`src/rtl/vseg_decoder.sv`:
```
module vseg_decoder #(
  parameter int AW = 32
) (
  input  logic          clk,
  input  logic          rst_n,
  input  logic          req_valid,
  input  logic [AW-1:0] vaddr,
  input  logic [1:0]    priv,
  input  logic          err_level,
  input  logic          is_write,
  input  logic          remap_en,
  output logic          out_valid,
  output logic          map_valid,
  output logic [AW-1:0] paddr,
  output logic          perm_rd,
  output logic          perm_wr,
  output logic          tlb_req,
  output logic [AW-1:0] tlb_vaddr,
  output logic          tlb_write,
  output logic          addr_err
);

  localparam logic [AW-1:0] USER_TOP  = AW'(32'h7FFF_FFFF);
  localparam logic [AW-1:0] K0_BASE   = AW'(32'h8000_0000);
  localparam logic [AW-1:0] K1_BASE   = AW'(32'hA000_0000);
  localparam logic [AW-1:0] K2_BASE   = AW'(32'hC000_0000);
  localparam logic [AW-1:0] K3_BASE   = AW'(32'hE000_0000);
  localparam logic [AW-1:0] WIN0_BASE = AW'(32'h4000_0000);
  localparam logic [AW-1:0] WIN2_BASE = AW'(32'h6000_0000);

  logic          in_win0, in_win2;
  logic [AW-1:0] eff;
  logic          kern, sup;
  logic          c_map, c_tlb, c_err;
  logic [AW-1:0] c_pa;

  assign in_win0 = remap_en && (vaddr >= WIN0_BASE) && (vaddr < WIN2_BASE);
  assign in_win2 = remap_en && (vaddr >= WIN2_BASE) && (vaddr <= USER_TOP);
  assign eff = in_win0 ? vaddr + (K0_BASE - WIN0_BASE) :
               in_win2 ? vaddr + (K2_BASE - WIN2_BASE) : vaddr;

  assign kern = (priv == 2'b10);
  assign sup  = (priv == 2'b01);

  always_comb begin
    c_map = 1'b0;
    c_tlb = 1'b0;
    c_err = 1'b0;
    c_pa  = '0;
    if (eff <= USER_TOP) begin
      if (err_level) begin
        c_map = 1'b1;
        c_pa  = eff;
      end else begin
        c_tlb = 1'b1;
      end
    end else if (eff < K1_BASE) begin
      if (kern) begin
        c_map = 1'b1;
        c_pa  = eff - K0_BASE;
      end else begin
        c_err = 1'b1;
      end
    end else if (eff < K2_BASE) begin
      if (kern) begin
        c_map = 1'b1;
        c_pa  = eff - K1_BASE;
      end else begin
        c_err = 1'b1;
      end
    end else if (eff < K3_BASE) begin
      c_tlb = kern || sup;
      c_err = !(kern || sup);
    end else begin
      c_tlb = kern;
      c_err = !kern;
    end
  end

  always_ff @(posedge clk or negedge rst_n) begin
    if (!rst_n) begin
      out_valid <= 1'b0;
      map_valid <= 1'b0;
      paddr     <= '0;
      perm_rd   <= 1'b0;
      perm_wr   <= 1'b0;
      tlb_req   <= 1'b0;
      tlb_vaddr <= '0;
      tlb_write <= 1'b0;
      addr_err  <= 1'b0;
    end else begin
      out_valid <= req_valid;
      map_valid <= req_valid && c_map;
      paddr     <= (req_valid && c_map) ? c_pa : '0;
      perm_rd   <= req_valid && c_map;
      perm_wr   <= req_valid && c_map;
      tlb_req   <= req_valid && c_tlb;
      tlb_vaddr <= (req_valid && c_tlb) ? vaddr : '0;
      tlb_write <= req_valid && c_tlb && is_write;
      addr_err  <= req_valid && c_err;
    end
  end

endmodule

```
`config.mk`:
```
export PLATFORM = sky130hd
export DESIGN_NAME = vseg_decoder
export DESIGN_NICKNAME = d
export VERILOG_FILES = /design/src/rtl/vseg_decoder.sv
export SDC_FILE = /design/constraint.sdc
export NUM_CORES = 1
export LEC_CHECK = 0
export ABC_CLOCK_PERIOD_IN_PS = 900
export BUFFER_PORTS_ARGS = -buffer_cell sky130_fd_sc_hd__buf_2
export CORE_MARGIN = 8
export CORE_UTILIZATION = 41
export CTS_BUF_LIST = sky130_fd_sc_hd__clkbuf_4 sky130_fd_sc_hd__clkbuf_8 sky130_fd_sc_hd__clkbuf_16
export DETAILED_ROUTE_END_ITERATION = 6
export GPL_TIMING_DRIVEN = 0
export PLACE_DENSITY_LB_ADDON = 0.08
export SYNTH_ARGS = -nofsm -noshare
export SYNTH_HDL_FRONTEND = slang
export SYNTH_SLANG_ARGS = --single-unit
export TNS_END_PERCENT = 50
```
`constraint.sdc`:
```
create_clock -name clk -period 0.9 [get_ports clk]
set_input_delay 0.18 -clock clk [delete_from_list [all_inputs] [get_ports clk]]
set_output_delay 0.18 -clock clk [all_outputs]
set_load 0.01 [all_outputs]
```
==> qor.csv <==
stage;metric;value;unit
final_layout;diode count;0;
yosys;synthesized cell area;0.00339;sq mm
run_status;status;finished, violations left;
yosys;synth cell count leaders;dfrtp_1, nand3_1, nand2_1;
pwr;Flop pwr share;38.8;%
detailed_routing;Avg Vias per Cell;5.81;
sta;hold slack;-73.9;ps
yosys;area leader, netlist;dfrtp_1;
worst_setup_path;Worst Setup Path Type;input pin to flop;
pwr;P_leak;2.48;nW
worst_setup_path;CP startpoint kind;input pin;
detailed_routing;DRC;0;
yosys;FF+latch count, synth;69;
final_layout;Nets;547;
worst_setup_path;top cell family by delay on the critical path;compound AO/OA/AOI/OAI gates;
place;number of I/O port buffers;110;
sta;setup TNS;-104250;ps
grt;Total GRT Usage;21.5;%
floorplan;I/O pins;111;
place;Placed Cells;561;
grt;gr ovfl total;0;
pwr;P_int;5.75;mW
final_layout;area of the multi-input gates;0.00229;sq mm
floorplan;Rows;33;
yosys;most frequent cell after synthesis;dfrtp_1;
clock_tree;TritonCTS clock tree;built;
place;Placer Congestion;0.814;
grt;initial antenna violation count;0;
place;Post-DP HPWL;7870;um
worst_setup_path;Worst setup startpoint;vaddr[18];
yosys;synth top area cells;dfrtp_1, o32ai_1, nand3b_1;
pwr;total power;8.42;mW
sta;Final min period;2370;ps
worst_setup_path;CP max stage cell;o311ai_4;
worst_setup_path;worst path arrival time;2620;ps
grt;vias in the first global route;3692;
yosys;Synth warnings;0;
sta;f_max;0.422;GHz
detailed_routing;ANT nets after route;0;
yosys;share of the synthesized area in the top cell type;50.9;%
yosys;syn_area_per_cell;9.80;sq um
sta;worst setup margin;-1470;ps
place;Post-Place Cell Area;0.00418;sq mm
flow_run;max-cap violations;0;
clock_tree;clock sink count;69;
yosys;sequential share of the synthesized area;50.9;%
sta;Slew headroom;44.5;%
worst_setup_path;Max FO, Critical Path;5;
worst_hold_path;Hold WC Path Type;input pin to asynchronous set/reset pin;
run_status;violated checks;negative hold slack, negative setup slack;
final_layout;sequential cell area;0.00173;sq mm
detailed_routing;DR vias;3548;
grt;largest net degree at the start of global routing;70;
worst_setup_path;worst-path cell chain;buf_2 > nor4_4 > nand4_1 > o31a_1 > buf_6 > buf_6 > o311ai_4 > inv_2 > ha_4 > a31oi_1 > and3_1 > a31o_2;
clock_tree;CTS root buf;clkbuf_8;
final_layout;Synth-to-Final Area Change;68.0;%
clock_tree;Worst-path clk slew;90;ps
clock_tree;clock buffer depth;2;
detailed_routing;WL final;12500;um
yosys;EDFF count, synth;0;
pwr;Pwr Density;1480;mW/mm^2
yosys;Cells after Synth;346;
worst_setup_path;slowest stage delay, CP;400;ps
floorplan;Die Height;107;um
yosys;Post-synth ARST share;100;%
yosys;Synth Net Count;392;
final_layout;Filler cells;597;
clock_tree;hold_buf cts;1;
floorplan;Initial Util;41.7;%
sta;crit share post-route;263;%
pwr;Worst IR Drop VDD;0.881;mV
sta;RSZ-0062 raised after global routing;yes;
final_layout;Final Core Density;70.0;%
yosys;Yosys cell types;41;
sta;Fin. Hold Viols;69;
clock_tree;CTS Buf Count;9;
final_layout;Non-Filler Instances;611;
worst_setup_path;WP depth;12;
place;pre-CTS setup slack;-1990;ps
detailed_routing;DR iter-0 viols;224;
pwr;Logic pwr share;26.7;%
detailed_routing;routed length per placed instance;20.4;um
sta;Least-Margin Pin Slew;832;ps
final_layout;Final Cell Area;0.00569;sq mm
worst_setup_path;WP buf/inv;4;
floorplan;Die ar.;0.0114;sq mm
yosys;ys flop type;dfrtp_1;
final_layout;layout cells sized above 1;53.0;%
worst_setup_path;Setup crit end;paddr[30];
grt;first-pass GRT wire length;19500;um
sta;final setup fails;139;
pwr;Net Sw Power;2.67;mW
detailed_routing;drt first pass iters;5;
clock_tree;H-tree depth;3;
floorplan;total core area;0.00813;sq mm
worst_setup_path;Worst Path Required;1160;ps
worst_setup_path;CP dominant cell by count;buf_6;
floorplan;overall die width;107;um
sta;Pins Over Slew Limit;0;
worst_setup_path;endpoint class of the critical path;flop;
pwr;switching part of the total;31.7;%
pwr;Clock Power Share;34.5;%
[flip-flops by register name, summed over array words and instances (netlist names)]
| signal | count |
|---|---|
| paddr | 32 |
| tlb_vaddr | 32 |
| addr_err | 1 |
| out_valid | 1 |
| perm_wr | 1 |
| tlb_req | 1 |
| tlb_write | 1 |
[cells by family (layout without fill, tap and decap cells)]
family | count (synthesis) | in the layout | share of synthesized area, %
adders and majority gates | 6 | 6 | 2.21
and+or+nand+nor | 178 | 178 | 28.1
AOI/OAI and AO/OA | 50 | 50 | 13.0
DFF | 69 | 69 | 50.9
buffers and inverters | 41 | 200 | 5.13
muxes | 2 | 3 | 0.701
[routing by layer]
| layer | track usage, % | wire length, um |
|---|---|---|
| met1 | 26.6 | 4940 |
| met2 | 34.7 | 6220 |
| met3 | 5.70 | 1030 |
| met4 | 9.35 | 299 |
| met5 | 0 | 0 |
[what timing repair did]
action                                  in CTS  in global routing
endpoints found under the setup margin     139                139
gates resized for setup                    116                 86
buffers inserted                            22                  6
cloned                                       5                  2
pin swaps                                   40                 21
endpoints found under the hold margin       70                  1
[power groups by stage]
stage | Clock [mW] | Sequential (mW) | Combinational (mW)
final | 2.90 | 3.27 | 2.25
after floorplan | 0 | 3.40 | 0.689
after detailed placement | 0 | 3.32 | 1.37
after global routing | 3.03 | 3.28 | 2.39
after global placement | 0 | 3.32 | 1.34
after CTS | 2.91 | 3.26 | 1.93
[how the worst min path moves through the flow]
stage / start / end / slack, ps / depth (start not counted)
finish: rst_n / paddr[5] / -70 / 1
global placement: req_valid / out_valid / 340 / 1
detailed placement: rst_n / paddr[5] / 340 / 1
CTS: rst_n / paddr[5] / -50 / 1
global route: rst_n / out_valid / -1 / 1
floorplan: rst_n / addr_err / -120 / 0
[area by class of cell]
cell class	instances	area share [%]
Inverter	8	0.571
Timing Repair Buffer	143	18.4
Multi-Input combinational cell	237	40.2
Sequential cell	69	30.3
Tap cell	105	2.31
Buffer	33	4.35
Clock inverter	7	1.74
Clock buffer	9	2.18
[cells in the final DEF, fill, tap and decap left out, types with 7 or more instances in the layout]
cell type	instances
nor4_4	7
nand4_1	10
nand2_1	35
o32ai_2	21
clkbuf_8	11
clkbuf_1	14
o32ai_4	11
nor2_2	13
buf_4	29
buf_8	7
nor2_1	8
dfrtp_1	69
buf_6	31
nand3b_1	33
nand3_1	39
nor2_4	13
buf_2	84
No activity file was read; power rests on OpenSTA's default activity.
